$ cat src/rtl/adc_clk_pkg.sv
package adc_clk_pkg;
  localparam logic [1:0] SEL_BUS  = 2'b00;
  localparam logic [1:0] SEL_HALF = 2'b01;
  localparam logic [1:0] SEL_ALT  = 2'b10;
  localparam logic [1:0] SEL_OSC  = 2'b11;

  typedef struct packed {
    logic cfgClear;  // select or divide field changed this cycle
    logic oscReq;    // oscillator requested
  } ctrlStrobes_t;
endpackage

$ cat src/rtl/adc_clk_datapath.sv
module adc_clk_datapath
  import adc_clk_pkg::*;
#(
  parameter int DIV_W         = 2,
  parameter int STARTUP_TICKS = 8
) (
  input  logic             clk,
  input  logic             rstN,
  input  logic [1:0]       selField,
  input  logic [DIV_W-1:0] divField,
  input  logic             altTick,
  input  logic             oscTick,
  input  ctrlStrobes_t     strobes,
  output logic             adcTickEn,
  output logic             oscReady
);
  localparam int CNT_W = (1 << DIV_W) - 1;
  localparam int ST_W  = $clog2(STARTUP_TICKS + 1);
  localparam logic [ST_W-1:0] ST_LAST = ST_W'(STARTUP_TICKS - 1);

  logic             halfPhase;
  logic             srcTick;
  logic [CNT_W:0]   divSpan;
  logic [CNT_W:0]   divSpanM1;
  logic [CNT_W-1:0] divMax;
  logic [CNT_W-1:0] divCnt;
  logic [ST_W-1:0]  stCnt;

  // bus clock halved: phase toggles every cycle, realigned on a field change
  always_ff @(posedge clk or negedge rstN) begin
    if (!rstN)                 halfPhase <= 1'b0;
    else if (strobes.cfgClear) halfPhase <= 1'b0;
    else                       halfPhase <= ~halfPhase;
  end

  always_comb begin
    unique case (selField)
      SEL_BUS:  srcTick = 1'b1;
      SEL_HALF: srcTick = halfPhase;
      SEL_ALT:  srcTick = altTick;
      default:  srcTick = oscTick & oscReady;
    endcase
  end

  assign divSpan   = (CNT_W + 1)'(1) << divField;
  assign divSpanM1 = divSpan - 1'b1;
  assign divMax    = divSpanM1[CNT_W-1:0];

  always_ff @(posedge clk or negedge rstN) begin
    if (!rstN)                 divCnt <= '0;
    else if (strobes.cfgClear) divCnt <= '0;
    else if (srcTick) begin
      if (divCnt == divMax) divCnt <= '0;
      else                  divCnt <= divCnt + 1'b1;
    end
  end

  assign adcTickEn = srcTick && (divCnt == divMax) && !strobes.cfgClear;

  // startup delay counted in oscillator ticks while requested
  always_ff @(posedge clk or negedge rstN) begin
    if (!rstN) begin
      stCnt    <= '0;
      oscReady <= 1'b0;
    end else if (!strobes.oscReq) begin
      stCnt    <= '0;
      oscReady <= 1'b0;
    end else if (!oscReady && oscTick) begin
      if (stCnt == ST_LAST) oscReady <= 1'b1;
      else                  stCnt    <= stCnt + 1'b1;
    end
  end

  assert_ready_drops_R7: assert property (@(posedge clk) disable iff (!rstN)
    !strobes.oscReq |=> !oscReady);

  assert_no_async_tick_R9: assert property (@(posedge clk) disable iff (!rstN)
    (selField == SEL_OSC && !oscReady) |-> !adcTickEn);

  assert_pulse_gap_R2: assert property (@(posedge clk) disable iff (!rstN)
    (adcTickEn && divField != '0) |=> !adcTickEn);
endmodule

$ cat src/rtl/adc_clk_control.sv
module adc_clk_control
  import adc_clk_pkg::*;
#(
  parameter int DIV_W = 2
) (
  input  logic             clk,
  input  logic             rstN,
  input  logic [1:0]       selField,
  input  logic [DIV_W-1:0] divField,
  input  logic             oscEnable,
  input  logic             convStart,
  input  logic             convDone,
  input  logic             oscReady,
  output ctrlStrobes_t     strobes,
  output logic             convGo
);
  localparam int KEY_W = 2 + DIV_W;

  logic [KEY_W-1:0] prevKey;
  logic             convActive;
  logic             goPending;

  always_ff @(posedge clk or negedge rstN) begin
    if (!rstN) prevKey <= '0;
    else       prevKey <= {selField, divField};
  end

  always_ff @(posedge clk or negedge rstN) begin
    if (!rstN)                                   convActive <= 1'b0;
    else if (convDone)                           convActive <= 1'b0;
    else if (convStart && selField == SEL_OSC)   convActive <= 1'b1;
  end

  always_ff @(posedge clk or negedge rstN) begin
    if (!rstN)          goPending <= 1'b0;
    else if (convGo)    goPending <= 1'b0;
    else if (convStart) goPending <= 1'b1;
  end

  assign convGo           = goPending && (selField != SEL_OSC || oscReady);
  assign strobes.cfgClear = ({selField, divField} != prevKey);
  assign strobes.oscReq   = oscEnable | convActive;

  assert_go_needs_ready_R8: assert property (@(posedge clk) disable iff (!rstN)
    (convGo && selField == SEL_OSC) |-> oscReady);

  assert_go_single_R8: assert property (@(posedge clk) disable iff (!rstN)
    (convGo && !convStart) |=> !convGo);

  assert_done_drops_req_R6: assert property (@(posedge clk) disable iff (!rstN)
    (convDone && !oscEnable && !convStart) |=> !strobes.oscReq);
endmodule

$ cat src/rtl/adc_clk_gen.sv
module adc_clk_gen
  import adc_clk_pkg::*;
#(
  parameter int DIV_W         = 2,
  parameter int STARTUP_TICKS = 8
) (
  input  logic             clk,
  input  logic             rstN,
  input  logic [1:0]       selField,
  input  logic [DIV_W-1:0] divField,
  input  logic             oscEnable,
  input  logic             convStart,
  input  logic             convDone,
  input  logic             altTick,
  input  logic             oscTick,
  output logic             oscReq,
  output logic             oscReady,
  output logic             convGo,
  output logic             adcTickEn
);
  ctrlStrobes_t strobes;

  adc_clk_control #(.DIV_W(DIV_W)) control_i (
    .clk(clk), .rstN(rstN), .selField(selField), .divField(divField),
    .oscEnable(oscEnable), .convStart(convStart), .convDone(convDone),
    .oscReady(oscReady), .strobes(strobes), .convGo(convGo)
  );

  adc_clk_datapath #(.DIV_W(DIV_W), .STARTUP_TICKS(STARTUP_TICKS)) datapath_i (
    .clk(clk), .rstN(rstN), .selField(selField), .divField(divField),
    .altTick(altTick), .oscTick(oscTick), .strobes(strobes),
    .adcTickEn(adcTickEn), .oscReady(oscReady)
  );

  assign oscReq = strobes.oscReq;

  assert_reset_quiet_R10: assert property (@(posedge clk)
    !rstN |=> (!oscReady && !convGo));
endmodule

$ cat config.mk
export PLATFORM = sky130hd
export DESIGN_NAME = adc_clk_gen
export DESIGN_NICKNAME = d
export VERILOG_FILES = /design/src/rtl/adc_clk_pkg.sv /design/src/rtl/adc_clk_datapath.sv /design/src/rtl/adc_clk_control.sv /design/src/rtl/adc_clk_gen.sv
export SDC_FILE = /design/constraint.sdc
export NUM_CORES = 1
export LEC_CHECK = 0
export BUFFER_PORTS_ARGS = -buffer_cell sky130_fd_sc_hd__buf_2
export CAP_MARGIN = 20
export CORE_MARGIN = 8
export CORE_UTILIZATION = 40
export CTS_CLUSTER_DIAMETER = 30
export DETAILED_ROUTE_END_ITERATION = 12
export GPL_ROUTABILITY_DRIVEN = 1
export GPL_TIMING_DRIVEN = 0
export HOLD_SLACK_MARGIN = 0.1
export PLACE_DENSITY = 0.69
export SLEW_MARGIN = 20
export SYNTH_ARGS = -nofsm -noshare
export SYNTH_HDL_FRONTEND = slang
export SYNTH_HIERARCHICAL = 1
export SYNTH_SLANG_ARGS = --single-unit
$ cat constraint.sdc
create_clock -name clk -period 1.6 [get_ports clk]
set_input_delay 0.16 -clock clk [delete_from_list [all_inputs] [get_ports clk]]
set_output_delay 0.16 -clock clk [all_outputs]
set_load 0.01 [all_outputs]
---- Word level (Yosys, flattened, before mapping) ----
Index checks and enable logic that the tools add are counted.
word-level totals
  input port bits ......................... 11
  flip-flop bits (word level) ............. 15
  output and inout bits ................... 4
  logic and storage cells ................. 53
operators by class
  multiplexer cells ....................... 15
  $add $sub $neg .......................... 3
  bitwise operators ....................... 3
  shift operators ......................... 1
  eq/ne operators ......................... 10
  reductions and logical operators ........ 14
operator list
  cell                                                                     count
  4-bit two-way mux                                                        3
  3-bit two-way mux                                                        3
  1-bit two-way mux                                                        8
  2-bit nonzero test                                                       3
  1-bit logical AND                                                        5
  4-bit by 1-bit adder with 4-bit output, second input constant            1
  2-bit == test, second input constant                                     2
  4-bit by 3-bit == test with 1-bit output, second input constant          1
  2-bit by 1-bit inequality test with 1-bit output, second input constant  2
  2-bit inequality test, second input constant                             2
  4-bit inequality test                                                    1
  2-bit AND reduction                                                      2
  3-bit by 1-bit adder with 3-bit output, second input constant            1
  3-bit == test                                                            1
  1-bit one-hot mux with 3 select lines                                    1
  1-bit by 2-bit left shift with 3-bit output, first input constant        1
  3-bit by 1-bit subtractor with 3-bit output, second input constant       1
  2-bit by 1-bit == test with 1-bit output, second input constant          1
  1-bit zero test                                                          2
  2-bit zero test                                                          1
  1-bit AND                                                                1
  1-bit logical OR                                                         1
  1-bit NOT                                                                1
  1-bit OR                                                                 1

---- Longest topological paths before layout ----
Gate-level depths: netlist of run 1.
  depth in word-level cells ............... 6
  gate-level depth with buffers ........... 5
  gate-level depth less buffers ........... 5

---- Hierarchy ----
The synthesis of run 1 kept the hierarchy.
by module, submodules not included
  module            area each (um^2)  cells each  times used  seq. area each (um^2)
  adc_clk_datapath  519.2             55          1           225.2
  adc_clk_control   236.5             19          1           150.1

---- Worst setup path before layout of run 1 ----
OpenSTA, ideal clock, no wires.
  path kind ............................... register to register
  from .................................... register datapath_i.oscReady
  to ...................................... register datapath_i.divCnt[2]
  path slack .............................. 0.035 ns
  stages on the path, launching flop included .. 5
  data arrival time ....................... 1.482 ns
  path through ............................ dfrtp_1 nand3_1 a31oi_1 or4b_1 a31oi_1
between the ends
  word-level cells in the longest chain between the ends .. 3
RTL lines
  element                                RTL line                RTL
  start, declared                        adc_clk_datapath.sv:15  output logic oscReady
  start signal, assigned                 adc_clk_datapath.sv:64  oscReady <= 1'b0;
  start signal, assigned                 adc_clk_datapath.sv:67  oscReady <= 1'b0;
  start signal, assigned                 adc_clk_datapath.sv:69  if (stCnt == ST_LAST) oscReady <= 1'b1;
  1-bit AND                              adc_clk_datapath.sv:41  default: srcTick = oscTick & oscReady;
  1-bit one-hot mux with 3 select lines  adc_clk_datapath.sv:37  unique case (selField)
  2-bit nonzero test (no line)           -
  end signal, assigned                   adc_clk_datapath.sv:54  else divCnt <= divCnt + 1'b1;
  end, declared                          adc_clk_datapath.sv:26  logic [CNT_W-1:0] divCnt;
No other way between the ends.
A chain may end at the register's enable or synchronous reset.

---- Final worst setup path of run 1 ----
  from .................................... register datapath_i.divCnt[1]
  to ...................................... output port adcTickEn
between the ends
  word-level cells in the longest chain between the ends .. 3
RTL lines
  element                          RTL line                RTL
  3-bit == test                    adc_clk_datapath.sv:58  assign adcTickEn = srcTick && (divCnt == divMax) && !strobes.cfgClear;
  1-bit logical AND (2 in series)  adc_clk_datapath.sv:58
  end, declared                    adc_clk_gen.sv:19       output logic adcTickEn
No other way between the ends.

==> results.yml, run 1 <==
run_status:
  status: "finished with violations"
  violations: "setup timing"
finish:
  fin_nets: 114
  areaGrowthSynthToFinish_pct: 33.94
  postLayoutCellArea_um2: 1012
  nFillCells: 170
  num_antenna_cells: 0
  drive_gt1_share_pct: 31.00
global_route:
  grt.total_usage_pct: 10.16
  grt_pass1_vias: 669
  grt_pass1_wl_um: 2835
  antenna_found_initial: 0
  grt_remaining_overflow: 0
  grt_max_degree: 16
floorplanning:
  rows: 15
  die_y_um: 59.47
  die-area_um2: 3536
  io_pins: 15
  start_util_pct: 43.30
  die_x_um: 59.47
  core_area_um2: 1745
placement:
  post_dp_cell_area_um2: 857.1
  pre_cts_ws_ps: -138.2
  hpwlAfterDp_um: 1069
  io_buffer_count: 14
  globalplace.congestion: 0.7861
sta:
  fin_crit_sh_pct: 103.1
  timing.fmax_mhz: 606.1
  rsz0062_at_grt: "true"
  worstMarginPinSlew_ps: 377.9
  period_needed_ps: 1650
  setup_ws_ps: -49.96
  slew_headroom_pct: 74.75
  setup_viol: 2
  hold_viol_final: 0
  final.setup_skew_ps: 5.449
  finalMaxSlewViolations: 0
routing:
  drc_errors: 0
  wirelength_um: 1724
  wl_per_cell_um: 13.79
  ant_nets: 0
  via_count: 637
  drt-vias-per-instance: 5.096
  drtPass1Iterations: 4
  drt_iter0_markers: 10
worst_setup_path:
  crit_path_top_delay_cell: "dfrtp_2"
  end_kind: "primary output"
  cp_cell_sequence: "and3_4 -> a32o_2 -> nor2_1 -> nor2_1 -> buf_2"
  path_max_fanout: 5
  start_kind: "flop"
  r2r_slack_ps: -20
  path_common_cell: "nor2_1"
  worstPathRequired_ps: 1440
  critPathMaxStageDelay_ps: 450
  worst_ep_arrival_time_ps: 1490
  critical_path_class: "reg2out"
synthesis:
  yosysWarnings: 6
  syn_area_per_cell_um2: 10.21
  syn_nets: 87
  ys_types: 27
  netlist_area_um2: 755.7
  synth_area_leaders: "dfrtp_1, xnor2_1, nand2b_1, mux2i_1, ha_1"
  yosysTopAreaCellShare_pct: 49.67
  synth_area_leader_cell: "dfrtp_1"
  ys_ff_latch: 15
  yosysSeqAreaShare_pct: 49.67
  netlist_instances: 74
pwr:
  vdd_drop_max_uv: 464.2
  p_leak_nw: 0.4782
  power.density_nw_per_um2: 758.2
clock_tree:
  clock-sinks: 15
  numCtsBuffers: 3
  insertion_delay_ps: 270
  clk_pin_slew_ps: 90
  root_buffer: "clkbuf_4"
  clockBufferDepth: 2
  h-tree-depth: 1
  cts_tree: "done"
min_path:
  hold_class: "in2reg"
run:
  cap_violations: 0
cell type report:
class                           count  area (um^2)  share of cell area (%)
Timing Repair Buffer               22        145.1                   14.34
Tap cell                           25        31.28                   3.090
Multi-Input combinational cell     55        415.4                   41.04
Sequential cell                    15        379.1                   37.45
Clock buffer                        4        26.28                   2.596
Inverter                            4        15.01                   1.483
power by group:
| group | internal (mW) | leakage (nW) | switching [mW] |
|---|---|---|---|
| Combinational | 0.0676 | 0.273 | 0.0700 |
| Clock | 0.0964 | 0.0150 | 0.110 |
| Sequential | 0.404 | 0.190 | 0.0192 |
| Total | 0.568 | 0.478 | 0.199 |
kinds of logic (layout without fill, tap and decap cells):
group,count (synthesis),count (layout),synth area share (%)
and+or+nand+nor,34,34,25.83
DFF,15,15,49.67
AOI/OAI and AO/OA,11,11,9.437
xor gates and xnor gates,5,5,5.794
buffers and inverters,4,30,1.986
muxes,3,3,3.974
adders and majority gates,2,2,3.311
placed cells by master (no fill, tap or decap), drive strengths merged, types with 2 or more instances in the layout:
cell type / count
nand2b: 5
nand4: 2
nor2: 6
mux2i: 3
nand3: 3
o21ai: 4
buf: 16
nor3b: 2
nand2: 5
nor2b: 2
dfrtp: 15
clkbuf: 4
dlygate4sd3: 6
ha: 2
inv: 4
xnor2: 5
a31oi: 3
layer usage:
layer / up-vias / GRT usage [%] / wire length (um) / part of all wire, %
li1: 313 / - / - / -
met1: 310 / 11.71 / 734 / 43
met2: 12 / 16.33 / 905 / 52
met3: 2 / 3.471 / 70 / 4.1
met4: 0 / 4.778 / 13 / 0.75
met5: - / 0 / 0 / 0
critical path: cells and delay by family (launching register included):
kind,cells,cell delay [ps]
DFF,1,450
and+or+nand+nor,3,380
AOI/OAI and AO/OA,1,250
buffers and inverters,1,130
per-stage QoR:
step                      total power [mW]  cells  utilization [%]  TNS (ps)  hold WS, ps
final                               0.7674    125            57.99    -70.22        148.6
after global routing                0.8156    125            57.99    -297.9        149.9
after CTS                           0.7583    123            54.91    -32.47        142.0
after detailed placement            0.5414    113            49.10    -345.6        78.01
after global placement              0.5363    113            49.10    -161.1        80.61
after floorplan                     0.4938     74                -         0       -135.6
worst paths after layout:
kind | from | to | cells after the start
hold / removal | convStart | control_i/goPending | 3
setup reg to reg | datapath_i/divCnt[1] | datapath_i/divCnt[2] | 4
hold reg to reg | datapath_i/halfPhase | datapath_i/halfPhase | 1
max in group asynchronous | rstN | datapath_i/divCnt[1] | 2
min in group asynchronous | rstN | control_i/prevKey[1] | 2
setup / recovery | datapath_i/divCnt[1] | adcTickEn | 5
registers in the layout, summed over array words and instances (netlist names):
signal,count
datapath_i/oscReady,1
datapath_i/halfPhase,1
control_i/prevKey,4
control_i/convActive,1
datapath_i/stCnt,4
datapath_i/divCnt,3
control_i/goPending,1
Yosys cell counts, drive strengths merged:
cell type and instances:
a32o 1, nor4 1, nand2 5, nor3 1
mux2i 3, a41o 1, nor2 6, and3 1
a21oi 1, nand4 2, or2b 1, dfrtp 15
and3b 1, nand2b 5, nand4b 1, nor3b 2
or3b 1, xnor2 5, or4b 1, nand3 3
or2 1, o21ai 4, a31oi 3, ha 2
nor2b 2, o21a 1, inv 4
timing repair:
item	in CTS	in global routing
endpoints found under the hold margin	20	0
setup endpoints to repair	4	4
cloned	0	0
resized for setup	4	9
buffers inserted	0	2
hold buffers	6	0
pin swaps	2	4
No activity file was read; power rests on OpenSTA's default activity.
==> inputs of run 2 (changes only) <==
Settings changed: ABC_AREA set to 1.
==> run 2 against run 1 <==
- the run now ends clean
- clock power barely moved
- sequential power rose by 2%
- combinational power barely moved
- critical endpoint unchanged
==> results.yml, run 2 <==
run_status:
  status: "finished clean"
synthesis:
  yosysTopAreaCellShare_pct: 47.39
  yosysMostFrequentCell: "nand2_1"
  yosysWarnings: 6
  syn_nets: 120
  yosysSeqAreaShare_pct: 47.39
  ys_ff_latch: 15
  ys_types: 19
  netlist_area_um2: 792.0
  synth_area_leader_cell: "dfrtp_1"
  ys.flop_type: "dfrtp_1"
  synth_area_leaders: "dfrtp_1, nand2_1, inv_1, nor2_1, nand4_1"
  ys_top_cells_by_count: "nand2_1, inv_1, dfrtp_1, nor2_1, nand3_1"
  async_reset_ff_share_pct: 100.0
  syn_area_per_cell_um2: 7.402
  synth_edf_count: 0
  netlist_instances: 107
floorplanning:
  rows: 16
  die-area_um2: 3660
  io_pins: 15
  start_util_pct: 41.21
  die_x_um: 60.50
  core_area_um2: 1922
  die_y_um: 60.50
routing:
  via_count: 758
  drt_iter0_markers: 12
  drtPass1Iterations: 5
  ant_nets: 0
  drt-vias-per-instance: 4.767
  drc_errors: 0
  wl_per_cell_um: 10.33
  wirelength_um: 1643
worst_setup_path:
  start_kind: "flop"
  worst_ep_arrival_time_ps: 1350
  worstPathRequired_ps: 1440
  cp_top_family: "simple AND/OR/NAND/NOR gates"
  crit_buf_inv: 3
  rr_endpoint: "datapath_i/stCnt[2]"
  crit_path_top_delay_cell: "dfrtp_1"
  cp_cell_sequence: "inv_1 -> nand2_1 -> nand2_1 -> nor2_1 -> nand2_1 -> inv_2 -> nand2_1 -> nor2_1 -> buf_2"
  path_common_cell: "nand2_1"
  path_max_fanout: 4
  worstSetupPathDepth: 9
  critical_path_class: "reg2out"
  r2r_cells: 7
  critPathMaxStageDelay_ps: 350
  end_kind: "primary output"
  r2r_slack_ps: 280
  reg2reg_from: "control_i/convActive"
global_route:
  grt.total_usage_pct: 10.42
  grt_pass1_wl_um: 2898
  grt_remaining_overflow: 0
  grt_max_degree: 16
  grt_pass1_vias: 735
  antenna_found_initial: 0
run:
  cap_violations: 0
finish:
  fin_util_pct: 51.50
  final_common_cell: "nand2_1"
  drive_gt1_share_pct: 16.67
  reg_top3: "control_i/prevKey: 4 flops, datapath_i/stCnt: 4 flops, datapath_i/divCnt: 3 flops"
  final_cells: 159
  areaGrowthSynthToFinish_pct: 24.96
  num_antenna_cells: 0
  nFillCells: 196
  fin_nets: 146
  final_cell_mix: "nand2_1, inv_1, dfrtp_1"
sta:
  slew_headroom_pct: 77.50
  setup_ws_ps: 92.98
  finalMaxSlewViolations: 0
  setup_viol: 0
  rsz0062_at_grt: "true"
  fin_crit_sh_pct: 94.19
  period_needed_ps: 1507
  hold_viol_final: 0
  hold_ws_ps: 147.6
  final.setup_skew_ps: 2.500
  timing.fmax_mhz: 663.6
  fin_tns_setup_ps: 0
  worstMarginPinSlew_ps: 337.4
pwr:
  p_leak_nw: 0.5497
  power.density_nw_per_um2: 788.4
  vdd_drop_max_uv: 438.3
placement:
  dp_cells: 148
  hpwlAfterDp_um: 1167
  io_buffer_count: 14
  pre_cts_ws_ps: 292.2
  globalplace.congestion: 0.8464
clock_tree:
  h-tree-depth: 1
  clock-sinks: 15
  numCtsBuffers: 3
  clk_pin_slew_ps: 80
  cts_tree: "done"
  clockBufferDepth: 2
  root_buffer: "clkbuf_4"
  insertion_delay_ps: 270
min_path:
  hold-path-endpoint: "control_i/convActive"
  hp-start: "convStart"
  whs_path_depth: 3
  hold_class: "in2reg"
-- run 2: cell count changes after synthesis, moves of 4 or more --
cell      change
xnor2_1       -4
nand2_1      +31
nand2b_1      -5
inv_1        +12
-- run 2: worst max-delay path by stage --
stage	start	end	slack, ps
final	control_i/prevKey[2]	adcTickEn	90
after global routing	control_i/prevKey[1]	adcTickEn	-60
after CTS	control_i/prevKey[1]	adcTickEn	20
after detailed placement	control_i/convActive	datapath_i/stCnt[2]	290
after global placement	control_i/convActive	datapath_i/stCnt[2]	290
after floorplan	control_i/convActive	datapath_i/stCnt[2]	330
-- run 2: layout make-up --
| cell class | count | area, um^2 | area share (%) |
|---|---|---|---|
| Sequential cell | 15 | 375.4 | 37.93 |
| Timing Repair Buffer | 21 | 137.6 | 13.91 |
| Clock buffer | 4 | 26.28 | 2.655 |
| Tap cell | 27 | 33.78 | 3.413 |
| Multi-Input combinational cell | 74 | 349.1 | 35.27 |
| Inverter | 18 | 67.56 | 6.827 |
-- run 2: tightest hold or removal path, delay by kind of cell --
family / cells / cell delay (ps)
and+or+nand+nor: 1 / 70
buffers and inverters: 1 / 110
AOI/OAI and AO/OA: 1 / 60
-- run 2: metal layers --
metal  global-route usage [%]  vias up  routed length (um)
met3                    3.390        2                  98
met2                    18.14       17                 762
li1                         -      389                   -
met4                    4.983        0                  12
met5                        0        -                   0
met1                    11.11      350                 770
-- run 2: stage by stage --
step	area, um^2	power, mW
2_1_floorplan	792.0	0.5132
3_3_place_gp	895.9	0.5606
3_5_place_dp	895.9	0.5671
4_1_cts	982.2	0.7912
5_1_grt	989.7	0.8367
6_report	989.7	0.7803
-- run 2: cells by family after synthesis --
family,count (synthesis),share of synthesized area (%)
AOI/OAI and AO/OA,9,5.686
xor gates and xnor gates,2,2.212
adders and majority gates,2,3.159
buffers and inverters,18,8.530
DFF,15,47.39
and+or+nand+nor,61,33.02
-- run 2: what timing repair did --
action / 4_1_cts / 5_1_grt
hold buffers: 6 / 0
setup endpoints to repair: 1 / 1
pin swaps: 0 / 5
buffers inserted: 0 / 1
gates resized for setup: 1 / 0
endpoints found under the hold margin: 20 / 0
-- run 2: where the power goes --
group	leakage (nW)	switching [mW]	internal (mW)	total, mW
sequential	0.194	0.0232	0.409	0.432
clock	0.0150	0.111	0.0965	0.207
combinational	0.340	0.0781	0.0626	0.141
